`src/rtl/asram_pkg.sv`:
```
package asram_pkg;

   // Sequencer phases; the bus pin values are decoded from these.
   typedef enum logic [2:0] {
      PH_IDLE   = 3'd0,
      PH_TURN   = 3'd1,
      PH_SETUP  = 3'd2,
      PH_ACCESS = 3'd3,
      PH_HOLD   = 3'd4,
      PH_GAP    = 3'd5
   } phase_e;

endpackage

```
`src/rtl/asram_seq.sv`:
```
module asram_seq
   import asram_pkg::*;
#(
   parameter int ADDR_W = 16,
   parameter int DATA_W = 16,
   parameter int BE_W   = 2,
   parameter int CNT_W  = 4
) (
   input  logic              clk,
   input  logic              rst_n,
   input  logic [CNT_W-1:0]  cfg_wr_setup,
   input  logic [CNT_W-1:0]  cfg_wr_access,
   input  logic [CNT_W-1:0]  cfg_wr_hold,
   input  logic [CNT_W-1:0]  cfg_rd_setup,
   input  logic [CNT_W-1:0]  cfg_rd_access,
   input  logic [CNT_W-1:0]  cfg_rd_hold,
   input  logic [CNT_W-1:0]  cfg_turn,
   input  logic [CNT_W-1:0]  cfg_idle,
   input  logic              req_valid,
   input  logic              req_wr,
   input  logic [ADDR_W-1:0] req_addr,
   input  logic [DATA_W-1:0] req_wdata,
   input  logic [BE_W-1:0]   req_be,
   output logic              ready,
   output phase_e            nxt_phase,
   output logic              nxt_wr,
   output logic [ADDR_W-1:0] nxt_addr,
   output logic [DATA_W-1:0] nxt_wdata,
   output logic [BE_W-1:0]   nxt_be,
   output logic              acc_last,
   output logic              cur_wr
);

   localparam logic [CNT_W-1:0] CNT_ONE = CNT_W'(1);

   phase_e            phase_q;
   logic [CNT_W-1:0]  cnt_q, cnt_d;
   logic              wr_q, last_wr_q;
   logic [ADDR_W-1:0] addr_q;
   logic [DATA_W-1:0] wdata_q;
   logic [BE_W-1:0]   be_q;

   logic              accept;
   logic              cnt_zero;
   logic [CNT_W-1:0]  su_len, ac_raw, ac_len, ho_len;

   assign ready    = (phase_q == PH_IDLE);
   assign accept   = req_valid && ready;
   assign cnt_zero = (cnt_q == '0);

   // Operation whose counts apply: a new request at acceptance, else the latched one
   assign nxt_wr    = accept ? req_wr    : wr_q;
   assign nxt_addr  = accept ? req_addr  : addr_q;
   assign nxt_wdata = accept ? req_wdata : wdata_q;
   assign nxt_be    = accept ? req_be    : be_q;

   assign su_len = nxt_wr ? cfg_wr_setup  : cfg_rd_setup;
   assign ac_raw = nxt_wr ? cfg_wr_access : cfg_rd_access;
   assign ho_len = nxt_wr ? cfg_wr_hold   : cfg_rd_hold;
   assign ac_len = (ac_raw == '0) ? CNT_ONE : ac_raw;

   assign acc_last = (phase_q == PH_ACCESS) && cnt_zero;
   assign cur_wr   = wr_q;

   always_comb begin
      nxt_phase = phase_q;
      cnt_d     = cnt_q;
      unique case (phase_q)
         PH_IDLE: begin
            if (accept) begin
               if (last_wr_q && !req_wr && (cfg_turn != '0)) begin
                  nxt_phase = PH_TURN;
                  cnt_d     = cfg_turn - CNT_ONE;
               end else if (su_len != '0) begin
                  nxt_phase = PH_SETUP;
                  cnt_d     = su_len - CNT_ONE;
               end else begin
                  nxt_phase = PH_ACCESS;
                  cnt_d     = ac_len - CNT_ONE;
               end
            end
         end
         PH_TURN: begin
            if (!cnt_zero) begin
               cnt_d = cnt_q - CNT_ONE;
            end else if (su_len != '0) begin
               nxt_phase = PH_SETUP;
               cnt_d     = su_len - CNT_ONE;
            end else begin
               nxt_phase = PH_ACCESS;
               cnt_d     = ac_len - CNT_ONE;
            end
         end
         PH_SETUP: begin
            if (!cnt_zero) begin
               cnt_d = cnt_q - CNT_ONE;
            end else begin
               nxt_phase = PH_ACCESS;
               cnt_d     = ac_len - CNT_ONE;
            end
         end
         PH_ACCESS: begin
            if (!cnt_zero) begin
               cnt_d = cnt_q - CNT_ONE;
            end else if (ho_len != '0) begin
               nxt_phase = PH_HOLD;
               cnt_d     = ho_len - CNT_ONE;
            end else if (cfg_idle != '0) begin
               nxt_phase = PH_GAP;
               cnt_d     = cfg_idle - CNT_ONE;
            end else begin
               nxt_phase = PH_IDLE;
               cnt_d     = '0;
            end
         end
         PH_HOLD: begin
            if (!cnt_zero) begin
               cnt_d = cnt_q - CNT_ONE;
            end else if (cfg_idle != '0) begin
               nxt_phase = PH_GAP;
               cnt_d     = cfg_idle - CNT_ONE;
            end else begin
               nxt_phase = PH_IDLE;
               cnt_d     = '0;
            end
         end
         PH_GAP: begin
            if (!cnt_zero) begin
               cnt_d = cnt_q - CNT_ONE;
            end else begin
               nxt_phase = PH_IDLE;
               cnt_d     = '0;
            end
         end
         default: begin
            nxt_phase = PH_IDLE;
            cnt_d     = '0;
         end
      endcase
   end

   always_ff @(posedge clk or negedge rst_n) begin
      if (!rst_n) begin
         phase_q   <= PH_IDLE;
         cnt_q     <= '0;
         wr_q      <= 1'b0;
         last_wr_q <= 1'b0;
         addr_q    <= '0;
         wdata_q   <= '0;
         be_q      <= '0;
      end else begin
         phase_q <= nxt_phase;
         cnt_q   <= cnt_d;
         if (accept) begin
            wr_q      <= req_wr;
            last_wr_q <= req_wr;
            addr_q    <= req_addr;
            wdata_q   <= req_wdata;
            be_q      <= req_be;
         end
      end
   end

endmodule

```
`src/rtl/asram_drv.sv`:
```
module asram_drv
   import asram_pkg::*;
#(
   parameter int ADDR_W         = 16,
   parameter int DATA_W         = 16,
   parameter int BE_W           = 2,
   parameter bit CLEAR_IDLE_BUS = 1'b1
) (
   input  logic              clk,
   input  logic              rst_n,
   input  phase_e            nxt_phase,
   input  logic              nxt_wr,
   input  logic [ADDR_W-1:0] nxt_addr,
   input  logic [DATA_W-1:0] nxt_wdata,
   input  logic [BE_W-1:0]   nxt_be,
   output logic              bus_cs_n,
   output logic              bus_oe_n,
   output logic              bus_we_n,
   output logic              bus_rs_n,
   output logic [ADDR_W-1:0] bus_addr,
   output logic [DATA_W-1:0] bus_dout,
   output logic              bus_doe,
   output logic [BE_W-1:0]   bus_be_n
);

   logic              act;
   logic              in_acc;
   logic [ADDR_W-1:0] addr_v;
   logic [DATA_W-1:0] dout_v;

   assign act    = (nxt_phase == PH_SETUP) || (nxt_phase == PH_ACCESS) ||
                   (nxt_phase == PH_HOLD);
   assign in_acc = (nxt_phase == PH_ACCESS);

   // Variant: park address/data at zero, or keep the last driven value
   if (CLEAR_IDLE_BUS) begin : g_clear
      assign addr_v = act ? nxt_addr : '0;
      assign dout_v = (act && nxt_wr) ? nxt_wdata : '0;
   end else begin : g_keep
      assign addr_v = act ? nxt_addr : bus_addr;
      assign dout_v = (act && nxt_wr) ? nxt_wdata : bus_dout;
   end

   always_ff @(posedge clk or negedge rst_n) begin
      if (!rst_n) begin
         bus_cs_n <= 1'b1;
         bus_oe_n <= 1'b1;
         bus_we_n <= 1'b1;
         bus_rs_n <= 1'b1;
         bus_doe  <= 1'b0;
         bus_addr <= '0;
         bus_dout <= '0;
      end else begin
         bus_cs_n <= !act;
         bus_oe_n <= !(act && !nxt_wr);
         bus_we_n <= !(in_acc && nxt_wr);
         bus_rs_n <= !(in_acc && !nxt_wr);
         bus_doe  <= act && nxt_wr;
         bus_addr <= addr_v;
         bus_dout <= dout_v;
      end
   end

   for (genvar i = 0; i < BE_W; i++) begin : g_lane
      always_ff @(posedge clk or negedge rst_n) begin
         if (!rst_n) bus_be_n[i] <= 1'b1;
         else        bus_be_n[i] <= !(act && nxt_be[i]);
      end
   end

endmodule

```
`src/rtl/asram_rdcap.sv`:
```
module asram_rdcap #(
   parameter int DATA_W = 16
) (
   input  logic              clk,
   input  logic              rst_n,
   input  logic              acc_last,
   input  logic              cur_wr,
   input  logic [DATA_W-1:0] bus_din,
   output logic              done,
   output logic [DATA_W-1:0] rd_data
);

   always_ff @(posedge clk or negedge rst_n) begin
      if (!rst_n) begin
         done    <= 1'b0;
         rd_data <= '0;
      end else begin
         done <= acc_last;
         if (acc_last && !cur_wr) rd_data <= bus_din;
      end
   end

endmodule

```
`src/rtl/asram_ctrl.sv`:
```
module asram_ctrl
   import asram_pkg::*;
#(
   parameter int ADDR_W         = 16,
   parameter int DATA_W         = 16,
   parameter int CNT_W          = 4,
   parameter bit CLEAR_IDLE_BUS = 1'b1
) (
   input  logic                  clk,
   input  logic                  rst_n,
   input  logic [CNT_W-1:0]      cfg_wr_setup,
   input  logic [CNT_W-1:0]      cfg_wr_access,
   input  logic [CNT_W-1:0]      cfg_wr_hold,
   input  logic [CNT_W-1:0]      cfg_rd_setup,
   input  logic [CNT_W-1:0]      cfg_rd_access,
   input  logic [CNT_W-1:0]      cfg_rd_hold,
   input  logic [CNT_W-1:0]      cfg_turn,
   input  logic [CNT_W-1:0]      cfg_idle,
   input  logic                  req_valid,
   input  logic                  req_wr,
   input  logic [ADDR_W-1:0]     req_addr,
   input  logic [DATA_W-1:0]     req_wdata,
   input  logic [DATA_W/8-1:0]   req_be,
   output logic                  ready,
   output logic                  done,
   output logic [DATA_W-1:0]     rd_data,
   output logic                  bus_cs_n,
   output logic                  bus_oe_n,
   output logic                  bus_we_n,
   output logic                  bus_rs_n,
   output logic [ADDR_W-1:0]     bus_addr,
   output logic [DATA_W-1:0]     bus_dout,
   output logic                  bus_doe,
   input  logic [DATA_W-1:0]     bus_din,
   output logic [DATA_W/8-1:0]   bus_be_n
);

   localparam int BE_W = DATA_W / 8;

   if ((DATA_W % 8) != 0 || DATA_W < 8) begin : g_bad_data_w
      $error("asram_ctrl: DATA_W must be a positive multiple of 8");
   end
   if (CNT_W < 1 || CNT_W > 16) begin : g_bad_cnt_w
      $error("asram_ctrl: CNT_W must lie in 1..16");
   end
   if (ADDR_W < 1) begin : g_bad_addr_w
      $error("asram_ctrl: ADDR_W must be at least 1");
   end

   phase_e            nxt_phase;
   logic              nxt_wr;
   logic [ADDR_W-1:0] nxt_addr;
   logic [DATA_W-1:0] nxt_wdata;
   logic [BE_W-1:0]   nxt_be;
   logic              acc_last;
   logic              cur_wr;

   asram_seq #(
      .ADDR_W(ADDR_W), .DATA_W(DATA_W), .BE_W(BE_W), .CNT_W(CNT_W)
   ) u_seq (
      .clk(clk), .rst_n(rst_n),
      .cfg_wr_setup(cfg_wr_setup), .cfg_wr_access(cfg_wr_access),
      .cfg_wr_hold(cfg_wr_hold), .cfg_rd_setup(cfg_rd_setup),
      .cfg_rd_access(cfg_rd_access), .cfg_rd_hold(cfg_rd_hold),
      .cfg_turn(cfg_turn), .cfg_idle(cfg_idle),
      .req_valid(req_valid), .req_wr(req_wr), .req_addr(req_addr),
      .req_wdata(req_wdata), .req_be(req_be),
      .ready(ready),
      .nxt_phase(nxt_phase), .nxt_wr(nxt_wr), .nxt_addr(nxt_addr),
      .nxt_wdata(nxt_wdata), .nxt_be(nxt_be),
      .acc_last(acc_last), .cur_wr(cur_wr)
   );

   asram_drv #(
      .ADDR_W(ADDR_W), .DATA_W(DATA_W), .BE_W(BE_W),
      .CLEAR_IDLE_BUS(CLEAR_IDLE_BUS)
   ) u_drv (
      .clk(clk), .rst_n(rst_n),
      .nxt_phase(nxt_phase), .nxt_wr(nxt_wr), .nxt_addr(nxt_addr),
      .nxt_wdata(nxt_wdata), .nxt_be(nxt_be),
      .bus_cs_n(bus_cs_n), .bus_oe_n(bus_oe_n), .bus_we_n(bus_we_n),
      .bus_rs_n(bus_rs_n), .bus_addr(bus_addr), .bus_dout(bus_dout),
      .bus_doe(bus_doe), .bus_be_n(bus_be_n)
   );

   asram_rdcap #(
      .DATA_W(DATA_W)
   ) u_cap (
      .clk(clk), .rst_n(rst_n),
      .acc_last(acc_last), .cur_wr(cur_wr), .bus_din(bus_din),
      .done(done), .rd_data(rd_data)
   );

endmodule

```
`config.mk`:
```
export PLATFORM = sky130hd
export DESIGN_NAME = asram_ctrl
export DESIGN_NICKNAME = d
export VERILOG_FILES = /design/src/rtl/asram_pkg.sv /design/src/rtl/asram_seq.sv /design/src/rtl/asram_drv.sv /design/src/rtl/asram_rdcap.sv /design/src/rtl/asram_ctrl.sv
export SDC_FILE = /design/constraint.sdc
export NUM_CORES = 1
export LEC_CHECK = 0
export ABC_AREA = 1
export BUFFER_PORTS_ARGS = -buffer_cell sky130_fd_sc_hd__buf_2
export CORE_UTILIZATION = 30
export DETAILED_ROUTE_END_ITERATION = 10
export GPL_ROUTABILITY_DRIVEN = 0
export MAX_ROUTING_LAYER = met4
export SYNTH_ARGS = -nofsm -noshare
export SYNTH_HDL_FRONTEND = slang
export SYNTH_SLANG_ARGS = --single-unit
```
`constraint.sdc`:
```
create_clock -name clk -period 3 [get_ports clk]
set_clock_uncertainty 0.1 [all_clocks]
set_input_delay 0.15 -clock clk [delete_from_list [all_inputs] [get_ports clk]]
set_output_delay 0.15 -clock clk [all_outputs]
set_load 0.1 [all_outputs]
```
Word-level counts from Yosys, hierarchy flattened:

Cells that the tools add are included.

* $add $sub $neg: 6
* reductions and logical operators: 29
* order comparisons: 0
* divide/modulo/power cells: 0
* multiply operators: 0
* equality and inequality tests: 9
* multiplexer cells: 32
* shift-type cells: 0
* bitwise gates (word level): 0

Operators with widths (count)
* 16-bit 2-to-1 mux: 4
* 4-bit 2-to-1 mux: 14
* 3-bit 2-to-1 mux: 9
* 4-bit case mux with 6 select lines: 1
* 4-bit by 1-bit subtractor with 4-bit output (second input constant): 6
* 3-bit case mux with 6 select lines: 1
* 4-bit nonzero test: 4
* 3-bit by 2-bit equality test with 1-bit output (second input constant): 4
* 1-bit logical AND: 11
* 3-bit equality test (second input constant): 3
* 1-bit logical NOT: 9
* 4-bit logical NOT: 2
* 3-bit by 1-bit equality test with 1-bit output (second input constant): 1
* 3-bit logical NOT: 1
* 1-bit logical OR: 2
* 1-bit 2-to-1 mux: 2
* 2-bit 2-to-1 mux: 1
* 2-bit != test (second input constant): 1

* latch bits: 0
* input port bits: 86
* memory bits (writable): 0
* logic and storage cells: 94
* memories kept: 0
* flip-flop bits (word level): 99
* memory bits (read-only): 0
* output and inout port bits: 57

Logic depth before layout (Yosys ltp):

Gate-level depths: netlist of run 1.

* depth in word-level cells: 14
* depth in mapped cells: 18
* depth with buffers taken out: 17

Hierarchy:

Synthesis of run 1 repeated with hierarchy kept, for this count alone.

* cell total of the unflattened synthesis: 583
* area, all modules: 4738.3 um^2

Modules (own cells, without submodules)
* asram_seq: area an instance 2685.1 um^2, cells each 391, instances 1, seq. area each 1076.0 um^2
* asram_drv: area an instance 1343.8 um^2, cells each 121, instances 1, seq. area each 983.4 um^2
* asram_rdcap: area an instance 709.4 um^2, cells each 71, instances 1, seq. area each 425.4 um^2

Worst setup path before layout of run 1:

Ideal clock, no wire load.

* kind: flip-flop to flip-flop
* start point: register u_seq.phase_q[1]
* end point: register u_drv.bus_dout[10]
* setup time: 0.126 ns
* stages on the path, launching flop included: 18
* path buffers: 2
* data arrival time: 2.621 ns
* setup slack: 0.153 ns
* required time: 2.774 ns
* cell sequence: dfrtp_1 > nor2_8 > nand3_4 > nand2_4 > nand2_1 > buf_2 > o21ai_0 > ha_1 > nand2_1 > clkinv_1 > nand2_2 > o21ai_2 > nand3_2 > a21oi_4 > inv_4 > nand2_4 > buf_12 > nor2_2

* elaborated cells on any way between the ends: 30

RTL lines
* start, declared: line asram_seq.sv:36 `phase_e phase_q;`
* start signal, assigned: line asram_seq.sv:152 `phase_q <= nxt_phase;`
* 3-bit logical NOT *: line asram_seq.sv:47 `assign ready = (phase_q == PH_IDLE);`
* 1-bit logical AND *: line asram_seq.sv:48 `assign accept = req_valid && ready;`
* 1-bit 2-to-1 mux *
* via nxt_wr: line asram_ctrl.sv:51 `logic nxt_wr;`
* 4-bit 2-to-1 mux *: line asram_seq.sv:59 `assign ho_len = nxt_wr ? cfg_wr_hold : cfg_rd_hold;`
* 4-bit nonzero test *: line asram_seq.sv:105 `end else if (ho_len != '0) begin`
* 3-bit 2-to-1 mux *: line asram_seq.sv:105
* 3-bit 2-to-1 mux *: line asram_seq.sv:103 `if (!cnt_zero) begin`
* 3-bit case mux with 6 select lines *: line asram_seq.sv:68 `unique case (phase_q)`
* via nxt_phase[2]: line asram_ctrl.sv:50 `phase_e nxt_phase;`
* 3-bit by 2-bit equality test with 1-bit output: line asram_drv.sv:31 `assign act = (nxt_phase == PH_SETUP) || (nxt_phase == PH_ACCESS) ||`
* 1-bit logical OR: line asram_drv.sv:31
* 1-bit logical OR *: line asram_drv.sv:31
* 1-bit logical AND *: line asram_drv.sv:38 `assign dout_v = (act && nxt_wr) ? nxt_wdata : '0;`
* 16-bit 2-to-1 mux *: line asram_drv.sv:38
* via u_drv.dout_v[10]: line asram_drv.sv:29 `logic [DATA_W-1:0] dout_v;`
* end signal, assigned: line asram_drv.sv:60 `bus_dout <= dout_v;`
* end, declared: line asram_drv.sv:21 `output logic [DATA_W-1:0] bus_dout,`

Mark *: on every way through the listed nets, which the timed path passes. The rest lies on a longest branch.
A chain may end at the register's enable or synchronous reset.

Final worst setup path of run 1:

* start point: register u_seq.phase_q[1]
* end point: register u_drv.bus_dout[5]

* longest elaborated chain between the ends: 14
* elaborated cells on any way between the ends: 30

RTL lines
* 3-bit logical NOT: line asram_seq.sv:47, asram_seq.sv:68
* 1-bit logical AND: line asram_seq.sv:48
* 1-bit 2-to-1 mux
* 4-bit 2-to-1 mux: line asram_seq.sv:57 `assign su_len = nxt_wr ? cfg_wr_setup : cfg_rd_setup;`
* 4-bit nonzero test: line asram_seq.sv:74, asram_seq.sv:86
* 1-bit 2-to-1 mux: line asram_seq.sv:74, asram_seq.sv:86
* 3-bit 2-to-1 mux: line asram_seq.sv:71 `if (last_wr_q && !req_wr && (cfg_turn != '0)) begin`
* 3-bit 2-to-1 mux: line asram_seq.sv:70 `if (accept) begin`
* 3-bit case mux with 6 select lines: line asram_seq.sv:68
* 3-bit by 2-bit equality test with 1-bit output: line asram_drv.sv:31
* 1-bit logical OR (2 in a row): line asram_drv.sv:31
* 1-bit logical AND: line asram_drv.sv:38
* 16-bit 2-to-1 mux *: line asram_drv.sv:38
* via u_drv.dout_v[5]: line asram_drv.sv:29

Marks and branches as above.

==> results of run 1 <==
[tightest hold or removal path, stage by stage]
cell,delay (ns)
buf_2,0.07
or2_2,0.08
o21ai_0,0.09
inv_1,0.06
[cell usage in the layout, fill, tap and decap left out, drive strengths merged]
master and n:
clkinv 1, xor2 4, nand3 33, a21oi 7
dfrtp 93, nand2 94, o21ai 54, dlygate4sd3 19
o31ai 1, inv 93, a21o 1, mux2 16
nor2 49, o211ai 3, dfstp 6, xnor2 2
and2 1, o32ai 1, nand4 5, or2 32
and3 1, buf 155, nand3b 4, ha 10
clkbuf 16, nor3 6
[layout make-up]
cell class | count | area (um2) | area share [%]
clock buffer | 16 | 261.5 | 4.188
tap | 211 | 264.0 | 4.228
multi-input combinational | 324 | 1877 | 30.06
sequential | 99 | 2485 | 39.80
inverter | 94 | 355.3 | 5.691
timing repair buffer | 174 | 1001 | 16.03
[metal layers]
layer | share of wire (%) | GRT usage, % | wire, um
met5 | 0 | - | 0
met3 | 4.8 | 3.422 | 552
met4 | 0.94 | 3.737 | 108
met2 | 49 | 25.28 | 5637
met1 | 45 | 19.27 | 5227
[logic make-up (layout without fill, tap and decap cells)]
logic type	count (synthesis)	after routing	synth area share [%]
and+or+nand+nor	225	225	23.88
muxes	16	16	3.767
DFF	99	99	51.95
AOI/OAI and AO/OA	67	67	7.743
adders and majority gates	10	10	2.616
xor gates and xnor gates	6	6	1.099
buffers and inverters	108	284	8.946
[stage by stage]
step | hold WS, ns | worst slack (ns) | util [%] | std cells | area, um2
finish | 0.05068 | 0.2799 | 40.62 | 918 | 6243
global route | 0.05892 | 0.02778 | 40.62 | 918 | 6243
CTS | 0.04046 | 0.08849 | 40.58 | 918 | 6237
detailed placement | 0.1072 | 0.1175 | 37.64 | 883 | 5786
global placement | 0.1086 | 0.1622 | 37.64 | 883 | 5786
floorplan | -0.2456 | 0.1533 | - | 531 | 4783
[registers in the layout (all words and copies together) (netlist names), 2 cells and up]
signal,cells
u_cap.rd_data,16
u_drv.bus_addr,16
u_seq.cnt_q,4
u_drv.bus_be_n,2
u_seq.addr_q,16
u_drv.bus_dout,16
u_seq.phase_q,3
u_seq.be_q,2
u_seq.wdata_q,16
[worst paths after layout]
check | endpoint | slack [ns] | cells past startpoint
setup reg to reg | u_drv.bus_dout[5] | 0.28 | 16
hold reg to reg | u_seq.be_q[0] | 0.38 | 2
hold / removal | u_seq.addr_q[12] | 0.05 | 4
min in group asynchronous | u_cap.rd_data[12] | 0.28 | 2
max in group asynchronous | u_drv.bus_we_n | 1.76 | 3
setup / recovery | u_drv.bus_dout[5] | 0.28 | 16
[timing repair]
item,CTS,global route
setup endpoints to repair,0,35
gates resized for setup,0,4
endpoints found under the hold margin,63,0
hold buffers,19,0
==> run summary, run 1 <==
Die W: 128.3 um
Top-count cell post-synth: dfrtp_1
Post-synth top area share: 48.65%
Reg2reg start: u_seq.phase_q[1]
Number of global-route vias before repair: 3889
NumNets Final: 798
CP Buf/Inv Count: 1
Syn nets: 627
Endpoints failing setup: 0
Min-delay src: req_addr[12]
CTS tree: yes
Sequential-to-total area share from yosys stat: 51.95%
CTS Sinks: 99
Critical path launch point type: register
Yosys top cell by area: dfrtp_1
Initial Util: 31.12%
Sum Neg Setup Slack: 0 ns
Htree depth: 3
# Post-CTS Setup Buffers: 0
Die height: 128.3 um
Post-DR vias/cell: 4.279
Syn Area/Cell: 9.008 um2
RSZ-0062 raised after global routing: no
Number of remaining DRC errors: 0
Syn. warnings: 0
Outcome: complete, no violations
#FFs+latches synth: 99
Later-pin clock latency in the skew report: 0.34 ns
Final Routed Wirelength: 11530 um
Worst path cell trace: nor2_8, nand3_4, nand2_4, nand2_2, nand2_1, o21ai_1, ha_1, nand2_1, nor2_1, o21ai_1, nand3_1, nor2_2, a21oi_4, inv_4, nand2_4, nor2_1
Crit path max-delay cell type: dfrtp_1
Via Count: 3928
DP Wirelength: 8558 um
Cell variety after synth: 39
Syn Inst Count: 531
CP Max Fanout: 17
Die Area: 16450 um2
Critical path's top delay family: simple AND/OR/NAND/NOR gates
# rows: 45
Number of flops mapped to enable cells by yosys: 0
Maxcap violations: 0
Num CTS Buffers: 9
Final slew viol count: 0
Clock slew at reported path FFs: 0.06 ns
Crit-path max cell delay: 0.46 ns
Antenna Nets Post-Route: 0
Slew @ Worst Pin: 0.6241 ns
Port bufs: 142
Endpoints failing hold: 0
Total congestion overflow: 0
Area growth syn-to-layout: 30.53%
Total Routing Usage GR: 15.41%
Worst setup EP type: register
Slew headroom: 58.39%
DRT Pass-1 Iters: 4
Post-DR wirelength/cell: 12.55 um
CP required: 3.16 ns
Async SR Flop Fraction: 100.0%
Period utilization: 90.67%
Starting DRT DRC Count: 124
Fmax: 0.3676 GHz
Synth top cells by count: dfrtp_1 (93), inv_1 (88), nand2_1 (86)
Synth top area cells: dfrtp_1 (49%), inv_1 (6.9%), nand2_1 (6.7%)
Diodes inserted: 0
Top_reg_cell synth: dfrtp_1
Root buf cell: clkbuf_16
Io pins: 143
Crit. Startpoint: u_seq.phase_q[1]
Critical path class: reg2reg
Core Footprint: 15370 um2
Fill cells: 1578
Antenna violations before repair: 0
CTS Buffer Depth: 2
Ratio of cells with drive above 1 in the final layout: 35.79%
Final min period: 2.720 ns
Worst path arrival time: 2.88 ns
Post-Syn Area: 4783 um2
Type of the worst min-delay path: in2reg
Pin count of the biggest net entering global routing: 50
First-pass GRT wire length: 19080 um
Power of run 1 is not shown: default switching activity piles up to over one toggle a cycle in this logic, so the estimate is an artifact.
==> inputs of run 2 (changes only) <==
Settings changed: ABC_AREA 1 to default, PLACE_DENSITY_LB_ADDON from default to 0.3.
==> run summary, run 2 <==
CP Max Fanout: 5 (-12)
Antenna violations before repair: 0 (unchanged)
Total congestion overflow: 0 (unchanged)
Largest family of logic cells by synthesized area: simple AND/OR/NAND/NOR gates
Post-DR wirelength/cell: 14.70 um (+17%)
Top_reg_cell synth: dfrtp_1
Die height: 129.0 um (+0.60%)
Type of the worst min-delay path: in2reg
Slew headroom: 61.86% (+3.5 points)
Synth Area in Compound Gates: 10.98% (+3.2 points)
Clock slew at reported path FFs: 0.07 ns (about the same)
Mux share of post-synthesis cell area: 7.132% (+3.4 points)
Syn Area/Cell: 9.569 um2 (+6.2%)
Syn. warnings: 0 (unchanged)
#FFs+latches synth: 99 (unchanged)
Async SR Flop Fraction: 100.0% (unchanged)
Worst setup EP type: register
Endpoints failing setup: 43 (+43)
Later-pin clock latency in the skew report: 0.34 ns (about the same)
# rows: 46 (+2.2%)
Root buf cell: clkbuf_16
Sequential-to-total area share from yosys stat: 51.32% (-0.63 points)
DP Wirelength: 9610 um (+12%)
CP Buf/Inv Count: 1 (unchanged)
Endpoints failing hold: 0 (unchanged)
CTS Sinks: 99 (unchanged)
Worst path arrival time: 3.32 ns (+0.44 ns)
Diodes inserted: 0 (unchanged)
Post-Syn Area: 4842 um2 (+1.2%)
Leak pwr: 3.488 nW
Setup ws final: -0.2068 ns (-0.4867 ns)
Core Footprint: 15830 um2 (+3.0%)
CTS Buffer Depth: 2 (unchanged)
Worst path depth: 10 (-6)
Area growth syn-to-layout: 48.94%
Critical path's top delay family: multiplexers
Io pins: 143 (unchanged)
Top-count cell post-synth: nand2_1
Most frequent cells in the layout: buf_2 (141), nand2_1 (135), dfrtp_1 (93), dlygate4sd3_1 (51), buf_4 (36)
Final min period: 3.207 ns (+0.4867 ns)
Num CTS Buffers: 9 (unchanged)
Outcome: finished with violations
Die Area: 16650 um2 (+1.2%)
Most frequent CP cell: mux2i_2
CTS tree: yes
Via Count: 4535 (+15%)
Critical path launch point type: register
Die W: 129.0 um (+0.60%)
Cell variety after synth: 57 (+46%)
Antenna Nets Post-Route: 0 (unchanged)
Simple-Gate Fraction of Synth Area: 23.20% (-0.68 points)
Port bufs: 142 (unchanged)
Crit-path max cell delay: 0.57 ns (+0.11 ns)
Initial Util: 30.59% (-0.53 points)
Post-DR vias/cell: 4.769 (+11%)
Final slew viol count: 0 (unchanged)
Number of remaining DRC errors: 0 (unchanged)
Crit path max-delay cell type: or4b_4
Synth top area cells: dfrtp_1 (48%), nand2_1 (11%), mux2_2 (4.2%)
Most common cell after layout, fill and taps aside: buf_2
Yosys top cell by area: dfrtp_1
Final Non-Filler Cells: 951 (+3.6%)
Failing checks: negative setup slack
Syn nets: 602 (-4.0%)
Starting DRT DRC Count: 312 (+150%)
Hold path depth: 4 (unchanged)
Total Routing Usage GR: 17.80% (+2.4 points)
Pin count of the biggest net entering global routing: 79 (+58%)
Sum Neg Setup Slack: -6.775 ns (-6.775 ns)
Worst path cell trace: or4b_4, mux2i_4, mux2i_2, ha_4, nor3b_4, mux2i_2, buf_4, mux2i_2, a2111oi_2, o22ai_1
R2R depth: 10 (-6)
IR drop worst, VDD: 0.8551 mV
NumNets Final: 826 (+3.5%)
Period utilization: 106.9% (+16 points)
Pwr dens: 1199 nW/um2
Number of flops mapped to enable cells by yosys: 0 (unchanged)
Synth Area in XOR/XNOR: 0.9044% (-0.19 points)
DRT Pass-1 Iters: 5 (+1)
Maxcap violations: 0 (unchanged)
Htree depth: 3 (unchanged)
First-pass GRT wire length: 22430 um (+18%)
RSZ-0062 raised after global routing: yes
Post-synth top area share: 48.06% (-0.59 points)
Min Hold Slack: 0.09152 ns (+0.04084 ns)
Fill cells: 1508 (-4.4%)
Fmax: 0.3118 GHz (-15%)
Number of global-route vias before repair: 4634 (+19%)
Synth Area in Adders: 2.584% (-0.032 points)
Slew @ Worst Pin: 0.5669 ns (-0.05723 ns)
CP required: 3.12 ns (-0.04 ns)
Synth top cells by count: nand2_1 (136), dfrtp_1 (93), nor2_1 (33)
Syn Inst Count: 506 (-4.7%)
Critical path class: reg2reg
Ratio of cells with drive above 1 in the final layout: 37.82% (+2.0 points)
Final Routed Wirelength: 13980 um (+21%)
Dpl cells: 875 (-0.91%)
run 2: changes by cell type after synthesis, sizes merged, moves of 21 or more:
cell | previous run | this run
o21ai | 54 | 15
or2 | 32 | 1
nand2 | 94 | 136
nor2b | 0 | 21
inv | 93 | 17
nand3 | 33 | 7
run 2: worst paths after layout:
path | startpoint | end | slack [ns]
min in group asynchronous | rst_n | u_cap.rd_data[14] | 0.15
min | cfg_idle[0] | u_seq.cnt_q[0] | 0.09
min reg2reg | u_seq.addr_q[11] | u_seq.addr_q[11] | 0.37
max | u_seq.phase_q[2] | u_seq.cnt_q[1] | -0.21
max reg2reg | u_seq.phase_q[2] | u_seq.cnt_q[1] | -0.21
max in group asynchronous | rst_n | u_drv.bus_rs_n | 1.88
run 2: cell families after synthesis:
| logic type | count (synthesis) |
|---|---|
| DFF | 99 |
| buffers and inverters | 41 |
| and+or+nand+nor | 245 |
| adders and majority gates | 10 |
| AOI/OAI and AO/OA | 75 |
| xor gates and xnor gates | 5 |
| muxes | 31 |
run 2: metal layers:
layer | wire length, um | vias to the layer above | GRT usage (%) | share of wire, %
met1 | 5940 | 2200 | 21.31 | 42
met5 | 0 | - | - | 0
met2 | 7168 | 133 | 29.67 | 51
li1 | - | 2180 | - | -
met4 | 323 | 0 | 7.612 | 2.3
met3 | 551 | 22 | 2.973 | 3.9
run 2: metrics by stage:
stage               utilization, %  setup slack (ns)  cell area [um2]  total power [mW]
finish                       45.57           -0.2068             7212             8.647
global placement             38.36           -0.1489             6071             7.019
global route                 45.57           -0.3232             7212             9.098
floorplan                        -           -0.4709             4913             6.110
detailed placement           38.36           -0.2118             6071             7.085
CTS                          44.49           -0.2005             7042             8.522
run 2: repair_timing:
item | in CTS | in global routing
buffers inserted | 8 | 3
resized for setup | 21 | 32
hold buffers | 51 | 0
endpoints found under the hold margin | 74 | 0
setup endpoints to repair | 43 | 44
pin swaps | 10 | 5
run 2: cell type report:
type | instances | area [um2] | share of cell area [%]
Sequential cell | 99 | 2485 | 34.46
Multi-Input combinational cell | 366 | 2447 | 33.93
Timing Repair Buffer | 237 | 1632 | 22.62
Tap cell | 216 | 270.3 | 3.747
Clock buffer | 9 | 225.2 | 3.123
Clock inverter | 7 | 88.84 | 1.232
Inverter | 17 | 63.81 | 0.8848
run 2: tightest hold or removal path: stages:
cell and delay (ns):
buf_2 0.09, inv_1 0.06, nand4_1 0.09, nand4_1 0.10
run 2: where the power goes:
part           internal, mW  leakage (nW)  switching (mW)  total (mW)
sequential             1.95          1.24           0.229        2.18
clock                 0.661         0.143           0.540        1.20
combinational          1.40          2.10            3.87        5.27
Power figures use the tool's default switching activity.
==> inputs of run 3 (changes only) <==
Settings changed: ABC_AREA from default to 1, CELL_PAD_IN_SITES_DETAIL_PLACEMENT from default to 1, CELL_PAD_IN_SITES_GLOBAL_PLACEMENT from default to 1.
==> run summary, run 3 (same netlist as run 1, synthesis figures left out) <==
Outcome: complete, no violations
Ratio of cells with drive above 1 in the final layout: 37.08% (-0.74 points)
Worst setup EP type: register
Port bufs: 142 (unchanged)
Root buf cell: clkbuf_16
Hold path depth: 4 (unchanged)
First-pass GRT wire length: 22000 um (-1.9%)
Core Footprint: 15370 um2 (-2.9%)
Antenna violations before repair: 0 (unchanged)
Clock slew at reported path FFs: 0.07 ns (about the same)
CP Buf/Inv Count: 1 (unchanged)
DP Wirelength: 10210 um (+6.2%)
Later-pin clock latency in the skew report: 0.33 ns (about the same)
Critical path launch point type: register
CTS Sinks: 99 (unchanged)
# rows: 45 (-2.2%)
Die Area: 16450 um2 (-1.2%)
CP required: 3.16 ns (+0.04 ns)
Endpoints failing hold: 0 (unchanged)
Worst path arrival time: 2.93 ns (-0.39 ns)
Final Routed Wirelength: 13680 um (-2.1%)
R2R depth: 16 (+6)
Worst path depth: 16 (+6)
Die height: 128.3 um (-0.60%)
Die W: 128.3 um (-0.60%)
NumNets Final: 804 (-2.7%)
Final min period: 2.774 ns (-0.4327 ns)
CP Max Fanout: 17 (+12)
Number of global-route vias before repair: 4506 (-2.8%)
Post-DR wirelength/cell: 14.82 um (+0.82%)
DRT Pass-1 Iters: 4 (-1)
RSZ-0062 raised after global routing: no
Fill cells: 1867 (+24%)
Critical path's top delay family: simple AND/OR/NAND/NOR gates
Area growth syn-to-layout: 32.15%
Pin count of the biggest net entering global routing: 54 (-32%)
Most common cell after layout, fill and taps aside: buf_2
Maxcap violations: 0 (unchanged)
Post-DR vias/cell: 4.475 (-6.2%)
Total congestion overflow: 0 (unchanged)
Crit path max-delay cell type: dfrtp_2
Slew @ Worst Pin: 0.6908 ns (+0.1240 ns)
Type of the worst min-delay path: in2reg
CTS Buffer Depth: 2 (unchanged)
Crit-path max cell delay: 0.44 ns (-0.13 ns)
Number of remaining DRC errors: 0 (unchanged)
Via Count: 4130 (-8.9%)
CTS tree: yes
Min Hold Slack: 0.05663 ns (-0.03489 ns)
Worst path cell trace: nor2_8, nand3_4, nand2_4, nand2_2, nand2_1, o21ai_1, ha_1, nand2_1, nor2_1, o21ai_1, nand3_1, nor2_2, a21oi_4, inv_4, nand2_4, nor2_1
Endpoints failing setup: 0 (-100%)
Fmax: 0.3605 GHz (+16%)
Antenna Nets Post-Route: 0 (unchanged)
Most frequent cells in the layout: buf_2 (141), dfrtp_1 (91), inv_1 (88), nand2_1 (85), o21ai_0 (46)
Htree depth: 3 (unchanged)
Initial Util: 31.12% (+0.53 points)
Total Routing Usage GR: 17.89% (+0.091 points)
Slew headroom: 53.94% (-7.9 points)
Starting DRT DRC Count: 137 (-56%)
Final Non-Filler Cells: 923 (-2.9%)
Final slew viol count: 0 (unchanged)
Period utilization: 92.47% (-14 points)
Num CTS Buffers: 9 (unchanged)
Io pins: 143 (unchanged)
Diodes inserted: 0 (unchanged)
Critical path class: reg2reg
Dpl cells: 881 (+0.69%)
[run 3: cell count changes in the layout (fill, tap and decap cells not counted), sizes merged, moves of 25 or more]
cell / previous run / this run
buf: 186 / 161
dlygate4sd3: 51 / 19
inv: 18 / 94
nand2: 136 / 94
nand3: 7 / 33
o21ai: 15 / 54
or2: 1 / 32
[run 3: final timing paths]
path	start	end	slack, ns
max	u_seq.phase_q[0]	u_drv.bus_dout[3]	0.23
min	req_wdata[15]	u_seq.wdata_q[15]	0.06
max reg2reg	u_seq.phase_q[0]	u_drv.bus_dout[3]	0.23
min reg2reg	u_seq.last_wr_q	u_seq.last_wr_q	0.38
max in group asynchronous	rst_n	u_drv.bus_oe_n	1.64
min in group asynchronous	rst_n	u_drv.bus_addr[2]	0.28
[run 3: repair_timing]
item                       in CTS  in global routing
pin swaps                       0                  2
setup endpoints to repair       6                 30
resized for setup               1                  7
hold buffers                   19                  0
hold endpoints to repair       69                  0
buffers inserted                2                  6
[run 3: through the flow]
stage / instance area [um2] / worst slack (ns) / util, % / setup TNS (ns)
after floorplan: 4783 / 0.1533 / - / 0
after global placement: 5771 / 0.1446 / 37.54 / 0
after detailed placement: 5771 / -0.01614 / 37.54 / -0.01614
after CTS: 6260 / 0.07206 / 40.72 / 0
after global routing: 6321 / 0.002555 / 41.12 / 0
final: 6321 / 0.2258 / 41.12 / 0
[run 3: worst register-to-register path, stage by stage (launching register included)]
cell	delay, ns
dfrtp_2	0.44
nor2_8	0.18
nand3_4	0.13
nand2_4	0.12
nand2_2	0.11
nand2_1	0.08
o21ai_1	0.09
ha_1	0.25
nand2_1	0.10
nor2_1	0.06
o21ai_1	0.21
nand3_1	0.14
nor2_2	0.22
a21oi_4	0.10
inv_4	0.08
nand2_4	0.15
nor2_1	0.15
[run 3: layout make-up]
cell class / instances / area, um2 / area share [%]
Clock buffer: 11 / 232.7 / 3.682
Clock inverter: 4 / 51.30 / 0.8116
Timing Repair Buffer: 180 / 1050 / 16.61
Multi-Input combinational cell: 324 / 1881 / 29.75
Tap cell: 211 / 264.0 / 4.177
Sequential cell: 99 / 2487 / 39.35
Inverter: 94 / 355.3 / 5.622
[run 3: layer usage]
metal,track usage (%),share of wire [%],up-vias
li1,-,-,2004
met1,20.61,43,2020
met2,31.26,51,95
met3,4.633,5.2,11
met4,3.737,0.76,0
met5,-,0,-
Power of run 3 is left out for the same reason.
